<file path="src/rtl/boot_seq_pkg.sv">
package boot_seq_pkg;
    typedef enum logic [2:0] {
        ST_IDLE,
        ST_ARMED,
        ST_ID0,
        ST_ID1,
        ST_ID2,
        ST_LOAD
    } seq_state_e;

    localparam logic [15:0] CMD_RESET = 16'h00F0;
    localparam logic [15:0] CMD_ARM   = 16'h00E0;
    localparam logic [15:0] CMD_IDENT = 16'h0090;
    localparam logic [15:0] CMD_GO    = 16'h0000;
endpackage

</file>
<file path="src/rtl/boot_win_decode.sv">
module boot_win_decode #(
    parameter int          ADDR_W = 16,
    parameter logic [15:0] W0_LO  = 16'h0000,
    parameter logic [15:0] W0_HI  = 16'h01FF,
    parameter logic [15:0] W1_LO  = 16'h8000,
    parameter logic [15:0] W1_HI  = 16'h800F
) (
    input  logic [ADDR_W-1:0] addr,
    output logic              hit
);
    logic in_w0;
    logic in_w1;

    always_comb begin
        in_w0 = (addr >= ADDR_W'(W0_LO)) && (addr <= ADDR_W'(W0_HI));
        in_w1 = (addr >= ADDR_W'(W1_LO)) && (addr <= ADDR_W'(W1_HI));
        hit   = in_w0 || in_w1;
    end
endmodule

</file>
<file path="src/rtl/boot_sec_calc.sv">
module boot_sec_calc #(
    parameter int              REG_W        = 16,
    parameter int              BLK_LOW_W    = 12,
    parameter int              BLK_W        = 13,
    parameter int              PG_W         = 8,
    parameter logic [BLK_W-1:0] DENSITY_MASK = 13'h1000,
    parameter int              SEC_W        = BLK_W + PG_W
) (
    input  logic [REG_W-1:0] blk,
    input  logic [PG_W-1:0]  pg,
    output logic [SEC_W-1:0] sec
);
    logic [BLK_W-1:0] blk_num;
    logic [SEC_W-1:0] page_blk_sum;

    always_comb begin
        blk_num      = BLK_W'(blk[BLK_LOW_W-1:0]) | (blk[REG_W-1] ? DENSITY_MASK : '0);
        page_blk_sum = SEC_W'(pg[PG_W-1:2]) + (SEC_W'(blk_num) << 6);
        sec          = (page_blk_sum << 2) + SEC_W'(pg[1:0]);
    end
endmodule

</file>
<file path="src/rtl/boot_page_reg.sv">
module boot_page_reg #(
    parameter int PG_W = 8,
    parameter int STEP = 4
) (
    input  logic            clk,
    input  logic            rst_n,
    input  logic            set,
    input  logic [PG_W-1:0] set_val,
    input  logic            step,
    output logic [PG_W-1:0] q
);
    always_ff @(posedge clk or negedge rst_n) begin
        if (!rst_n) begin
            q <= '0;
        end else if (set) begin
            q <= set_val;
        end else if (step) begin
            q <= q + PG_W'(STEP);
        end
    end
endmodule

</file>
<file path="src/rtl/boot_cmd_seq.sv">
module boot_cmd_seq
    import boot_seq_pkg::*;
#(
    parameter int               ADDR_W       = 16,
    parameter int               REG_W        = 16,
    parameter int               PG_W         = 8,
    parameter int               BLK_LOW_W    = 12,
    parameter int               BLK_W        = 13,
    parameter logic [BLK_W-1:0] DENSITY_MASK = 13'h1000,
    parameter int               PG_STEP      = 4,
    parameter int               SEC_W        = BLK_W + PG_W
) (
    input  logic              clk,
    input  logic              rst_n,
    input  logic              wr_en,
    input  logic [ADDR_W-1:0] wr_addr,
    input  logic [REG_W-1:0]  wr_data,
    output logic              wr_rdy,
    input  logic [REG_W-1:0]  blk_addr,
    input  logic              pg_set,
    input  logic [PG_W-1:0]   pg_set_val,
    output logic [PG_W-1:0]   page_addr,
    input  logic [REG_W-1:0]  man_id,
    input  logic [REG_W-1:0]  dev_id,
    input  logic [REG_W-1:0]  wp_stat,
    output logic              id_wr_en,
    output logic [1:0]        id_wr_idx,
    output logic [REG_W-1:0]  id_wr_data,
    output logic              ld_req,
    output logic [SEC_W-1:0]  ld_sec,
    input  logic              ld_ack,
    output logic              warm_rst,
    output logic              bad_cmd
);
    localparam int BYTE_W = 8;

    seq_state_e       state_q, state_d;
    logic             win_hit;
    logic             wr_take;
    logic             go_take;
    logic [SEC_W-1:0] sec_now;
    logic [SEC_W-1:0] sec_q;
    logic             pg_step;

    boot_win_decode #(.ADDR_W(ADDR_W)) u_dec (
        .addr (wr_addr),
        .hit  (win_hit)
    );

    boot_sec_calc #(
        .REG_W        (REG_W),
        .BLK_LOW_W    (BLK_LOW_W),
        .BLK_W        (BLK_W),
        .PG_W         (PG_W),
        .DENSITY_MASK (DENSITY_MASK),
        .SEC_W        (SEC_W)
    ) u_sec (
        .blk (blk_addr),
        .pg  (page_addr),
        .sec (sec_now)
    );

    boot_page_reg #(.PG_W(PG_W), .STEP(PG_STEP)) u_pg (
        .clk     (clk),
        .rst_n   (rst_n),
        .set     (pg_set),
        .set_val (pg_set_val),
        .step    (pg_step),
        .q       (page_addr)
    );

    assign wr_take = wr_en && win_hit && wr_rdy;
    assign go_take = (state_q == ST_ARMED) && wr_take && (wr_data == CMD_GO);
    assign pg_step = (state_q == ST_LOAD) && ld_ack;

    // state register
    always_ff @(posedge clk or negedge rst_n) begin
        if (!rst_n) state_q <= ST_IDLE;
        else        state_q <= state_d;
    end

    // next state
    always_comb begin
        state_d = state_q;
        unique case (state_q)
            ST_IDLE: begin
                if (wr_take) begin
                    case (wr_data)
                        CMD_ARM:   state_d = ST_ARMED;
                        CMD_IDENT: state_d = ST_ID0;
                        default:   state_d = ST_IDLE;
                    endcase
                end
            end
            ST_ARMED: begin
                if (wr_take) state_d = (wr_data == CMD_GO) ? ST_LOAD : ST_IDLE;
            end
            ST_ID0:  state_d = ST_ID1;
            ST_ID1:  state_d = ST_ID2;
            ST_ID2:  state_d = ST_IDLE;
            ST_LOAD: begin
                if (ld_ack) state_d = ST_IDLE;
            end
            default: state_d = ST_IDLE;
        endcase
    end

    // state-derived outputs
    always_comb begin
        wr_rdy     = 1'b0;
        id_wr_en   = 1'b0;
        id_wr_idx  = 2'd0;
        id_wr_data = '0;
        ld_req     = 1'b0;
        unique case (state_q)
            ST_IDLE, ST_ARMED: wr_rdy = 1'b1;
            ST_ID0: begin
                id_wr_en   = 1'b1;
                id_wr_idx  = 2'd0;
                id_wr_data = REG_W'(man_id[BYTE_W-1:0]);
            end
            ST_ID1: begin
                id_wr_en   = 1'b1;
                id_wr_idx  = 2'd1;
                id_wr_data = REG_W'(dev_id[BYTE_W-1:0]);
            end
            ST_ID2: begin
                id_wr_en   = 1'b1;
                id_wr_idx  = 2'd2;
                id_wr_data = REG_W'(wp_stat[BYTE_W-1:0]);
            end
            ST_LOAD: ld_req = 1'b1;
            default: wr_rdy = 1'b0;
        endcase
    end

    // registered strobes and latched sector
    always_ff @(posedge clk or negedge rst_n) begin
        if (!rst_n) begin
            warm_rst <= 1'b0;
            bad_cmd  <= 1'b0;
            sec_q    <= '0;
        end else begin
            warm_rst <= (state_q == ST_IDLE) && wr_take && (wr_data == CMD_RESET);
            bad_cmd  <= (state_q == ST_IDLE) && wr_take &&
                        (wr_data != CMD_RESET) && (wr_data != CMD_ARM) &&
                        (wr_data != CMD_IDENT);
            if (go_take) sec_q <= sec_now;
        end
    end

    assign ld_sec = sec_q;
endmodule

</file>
<file path="config.mk">
export PLATFORM = sky130hd
export DESIGN_NAME = boot_cmd_seq
export DESIGN_NICKNAME = d
export VERILOG_FILES = /design/src/rtl/boot_seq_pkg.sv /design/src/rtl/boot_win_decode.sv /design/src/rtl/boot_sec_calc.sv /design/src/rtl/boot_page_reg.sv /design/src/rtl/boot_cmd_seq.sv
export SDC_FILE = /design/constraint.sdc
export NUM_CORES = 1
export LEC_CHECK = 0
export BUFFER_PORTS_ARGS = -buffer_cell sky130_fd_sc_hd__buf_4
export CORE_ASPECT_RATIO = 1.1
export CORE_MARGIN = 2
export CORE_UTILIZATION = 40
export CTS_CLUSTER_DIAMETER = 60
export DETAILED_ROUTE_END_ITERATION = 16
export GPL_TIMING_DRIVEN = 0
export HOLD_SLACK_MARGIN = 0.05
export PLACE_DENSITY = 0.89
export SYNTH_ARGS = -nofsm -noshare
export SYNTH_HDL_FRONTEND = slang
export SYNTH_SLANG_ARGS = --single-unit
</file>
<file path="constraint.sdc">
create_clock -name clk -period 5.49 [get_ports clk]
set_input_delay 0.549 -clock clk [delete_from_list [all_inputs] [get_ports clk]]
set_output_delay 0.549 -clock clk [all_outputs]
set_load 0.02 [all_outputs]
</file>
### Word-level counts from Yosys, hierarchy flattened

Cells that the tools add are included.
W data, S select, Z words.

* flip-flop bits (word level): 34
* input port bits: 109
* word-level logic and storage cells: 60

* equality and inequality tests: 14
* $add $sub $neg: 3
* muxes and demuxes: 14
* reduce and logical (&&, ||, !) cells: 19
* order comparisons: 4
* bitwise logic cells: 1

Operators by type and width (number)
* $eq A16 B8 Y1 const B: 3
* $ne A16 B8 Y1 const B: 3
* $pmux W8 S3: 1
* $add A21 B2 Y21: 1
* $add A6 B19 Y19: 1
* $ge A16 B1 Y1 const B: 1
* $ge A16 B16 Y1 const B: 1
* $le A16 B16 Y1 const B: 1
* $le A16 B9 Y1 const B: 1
* $logic_not A16 Y1: 1
* $mux W8: 2
* $pmux W3 S5: 1
* $mux W13: 1
* $or A12 B13 Y13: 1
* $logic_and A1 B1 Y1: 12
* $mux W3: 4
* $add A8 B3 Y8 const B: 1
* $pmux W2 S2: 2
* $eq A3 B2 Y1 const B: 2
* $eq A3 B3 Y1 const B: 2
* $ne A2 B2 Y1 const B: 3
* $eq A3 B1 Y1 const B: 1
* $logic_not A3 Y1: 1
* $mux W1: 3
* other kinds (5): 5

### Logic depth before layout (Yosys ltp)

* depth in word-level cells: 9
* depth in mapped cells: 7
* gate-level depth less buffers: 5

### Hierarchy

Synthesis repeated with hierarchy kept, for this count alone.

* cells, all modules: 195
* area total of the unflattened synthesis: 2118.3 um^2

By module, submodules not included
* boot_cmd_seq: cells an instance 131, times used 1, area an instance 1524.0 um^2
* boot_page_reg: cells an instance 38, times used 1, area an instance 401.6 um^2
* boot_sec_calc: cells an instance 21, times used 1, area an instance 157.7 um^2
* boot_win_decode: cells an instance 5, times used 1, area an instance 35.0 um^2

### Worst setup path after synthesis

No wires, ideal clock.

* path kind: in2reg
* start point: input wr_data[2]
* end point: register sec_q[0] (netlist: ld_sec[0])
* stages: 6
* slack: 3305 ps
* arrival time: 2060 ps
* required time: 5365 ps
* setup time: 125 ps
* cell sequence: nor4_2 > nand3_1 > or4_4 > nor2_8 > buf_12 > mux2_4

* longest elaborated chain between the ends: 2

Ends and longest elaborated chain
* start, declared: RTL line boot_cmd_seq.sv:17 `input logic [REG_W-1:0] wr_data,`
* $logic_not A16 Y1: RTL line boot_cmd_seq.sv:73 `assign go_take = (state_q == ST_ARMED) && wr_take && (wr_data == CMD_GO);`
* $logic_and A1 B1 Y1: RTL line boot_cmd_seq.sv:73
* end signal, assigned: RTL line boot_cmd_seq.sv:148 `if (go_take) sec_q <= sec_now;`
* end, declared: RTL line boot_cmd_seq.sv:42 `logic [SEC_W-1:0] sec_q;`

No other way between the ends.
A chain may end at the register's enable or synchronous reset.

### Final worst setup path

* start point: register state_q[2]
* end point: output id_wr_data[0]

* longest elaborated chain between the ends: 2

Ends and longest elaborated chain
* start, declared: RTL line boot_cmd_seq.sv:37 `seq_state_e state_q, state_d;`
* start signal, assigned: RTL line boot_cmd_seq.sv:79 `else state_q <= state_d;`
* $eq A3 B3 Y1 / $eq A3 B2 Y1 (equally long branches): RTL line boot_cmd_seq.sv:115 `unique case (state_q)`
* $pmux W8 S3 (*): RTL line boot_cmd_seq.sv:115
* end, declared: RTL line boot_cmd_seq.sv:28 `output logic [REG_W-1:0] id_wr_data,`

Every way passes the cells marked *; elsewhere a longest branch is shown, timed or not.

==> run summary <==
Cts repair resizes -> 0
Seq cells post-synth -> 34
Starting Density -> 41.3%
Gpl congestion -> 0.840
Ys flop type -> dfrtp_1
Post-CTS Hold Buffers -> 0
WL/cell -> 13.5 um
Final worst-path setup slack -> 3.04 ns
Number of global-route vias before repair -> 1766
Fmax -> 408 MHz
Pre-Repair DR Iteration Count -> 4
Final hold viol count -> 0
Chip width -> 69.9 um
Final setup TNS -> 0 ns
Clock-pin slew on the worst setup and hold paths -> 0.08 ns
Initial antenna violation count -> 0
Grt ovf -> 0
CTS tree -> yes
DP Cell Count -> 349
Share of cells above drive strength 1 -> 56.8%
Clk_skew -> 0.00870 ns
Setup slack, reg-to-reg -> 3.41 ns
Min Tclk post-route -> 2.45 ns
Worst-skew pair later-pin latency -> 0.28 ns
DP HPWL -> 3800 um
Nets -> 410
Max-cap viol count -> 0
1st-iter DRT viols -> 103
Clock Tree Root -> clkbuf_8
Peak supply drop -> 0.142 mV
First-pass GRT wire length -> 7910 um
CTS sink count -> 34
# DRC -> 0
Largest net degree at the start of global routing -> 35
Worst Setup Path Type -> register to output port
Capturing point of the worst reg2reg path -> ld_sec[6]
Avg Inst Size Synth -> 11.6 um^2
Power Dens Cells -> 205 mW/mm^2
Worst Hold Class -> input pin to async pin
Setup-failing EPs final -> 0
Total Wirelength -> 4810 um
Post-CTS setup repair buffer count -> 0
Inserted Diodes -> 0
Status -> complete, no violations
Critical R2R Launch -> state_q[1]
Worst slack, placed -> 3.06 ns
RSZ-0062 raised after global routing -> no
Max Slew Vio Count -> 0
DIE HEIGHT -> 76.4 um
R2R cell count -> 7
Global Route Usage Sum -> 18.2%
Sequential fraction of the synthesis area -> 44.6%
Cell row count -> 26
Post-synth EDFFs -> 0
Number of H-tree levels -> 2
Mean number of vias per cell -> 4.83
Placeable Area -> 0.00462 mm^2
Element type at the critical path start -> register
Vias -> 1723
Final Instance Count excl. Fillers -> 357
WP data arrival -> 1.90 ns
Post-synthesis cell area -> 0.00191 mm^2
Final ANT Viol Nets -> 0
Leakage -> 1.55 nW
Die footprint -> 0.00534 mm^2
Cells after synthesis -> 165
Worst Tran Pin Value -> 0.660 ns
Final core utilization -> 66.0%
Syn-to-layout area delta -> 59.9%
Final Cycle Share -> 44.6%
Worst hold margin -> 0.198 ns
IO Port Bufs -> 121
Relative slew slack -> 56.0%
IO Pins -> 161
CP required -> 4.94 ns
Ys Warns -> 0
CTS buffer count -> 5
Clock buffer depth -> 2
Synth async-reset ratio -> 100%
CP max FO -> 10
Post-synthesis cell type count -> 40
Critical Path End Type -> output port
area by class of cell:
cell class              instances  area [um^2]
inverters                       3         11.3
fillers                       360         1570
well taps                      56         70.1
multi-input cells             119          950
repair buffers                121          908
clock buffers                   5         68.8
clock inverters                 3         68.8
flip-flops and latches         34          851
plain buffers                  16          123
cell usage in the layout (no fill, tap or decap), types with 3 or more instances in the layout:
master and count:
nor2_1 7, conb_1 8, inv_1 3, clkbuf_1 5, clkbuf_8 5, mux2_4 20
xor2_1 4, mux2_2 3, o21ai_0 15, buf_4 129, nand3_1 4, dfrtp_1 34
nor4_2 3, nand2_1 18, mux2i_1 9
per-stage QoR:
step	area, um^2	total power, mW
final	3050	0.625
after global routing	3050	0.652
after CTS	3050	0.632
after detailed placement	2910	0.356
after global placement	2910	0.354
after floorplan	1930	0.295
worst max-delay path, stage by stage (launching register included):
cell      delay, ns
dfrtp_1        0.32
clkbuf_1       0.32
nand2_1        0.15
nor2_1         0.45
nand2_1        0.11
o21ai_0        0.10
buf_4          0.17
state kept, by name, summed over array words and instances, names as in the netlist:
| name | count |
|---|---|
| bad_cmd | 1 |
| warm_rst | 1 |
| ld_sec | 21 |
| u_pg.q | 8 |
| state_q | 3 |
synth_stat cells, drive strengths merged (2+ instances only):
| library cell | number | area (um^2) |
|---|---|---|
| and3 | 2 | 12.5 |
| nor2 | 8 | 46.3 |
| buf | 11 | 104 |
| nand2b | 2 | 12.5 |
| nor4 | 5 | 50.1 |
| mux2i | 9 | 90.1 |
| nand2 | 18 | 67.6 |
| dfrtp | 34 | 851 |
| xor2 | 4 | 35.0 |
| clkbuf | 5 | 18.8 |
| nor3 | 2 | 10.0 |
| inv | 3 | 11.3 |
| or4 | 2 | 18.8 |
| o21ai | 16 | 80.1 |
| nand3 | 5 | 37.5 |
| mux2 | 23 | 334 |
where the power goes:
part	switching, mW	internal, mW
logic	0.0359	0.0529
registers	0.00669	0.256
clock network	0.0915	0.182
routing by layer:
metal / vias up / global-route usage (%) / share of wire, %
met5: - / 0 / 0
met4: 0 / 8.85 / 2.3
met3: 8 / 3.70 / 8.3
met2: 96 / 32.6 / 52
met1: 787 / 20.4 / 38
li1: 832 / - / -
cell families (layout without fill, tap and decap cells):
group	after synthesis	in the layout	share of synthesized area [%]
buffers and inverters	19	148	7.02
multiplexers	32	32	22.2
other	1	8	0.197
flip-flops	34	34	44.6
XOR/XNOR	5	5	2.29
AND/OR/NAND/NOR	51	51	16.1
AO/OA/AOI/OAI	22	22	6.88
adder cells (fa/ha/maj)	1	1	0.656
worst max path at each step:
| stage | startpoint | end | slack, ns | cells past startpoint |
|---|---|---|---|---|
| 3_3_place_gp | wr_data[2] | ld_sec[10] | 3.07 | 7 |
| 4_1_cts | state_q[0] | id_wr_data[2] | 3.02 | 5 |
| 5_1_grt | state_q[2] | id_wr_data[6] | 2.82 | 6 |
| 2_1_floorplan | wr_data[2] | ld_sec[0] | 3.31 | 6 |
| 6_report | state_q[2] | id_wr_data[0] | 3.04 | 6 |
| 3_5_place_dp | wr_data[2] | ld_sec[14] | 3.06 | 7 |
Power figures use the tool's default switching activity.
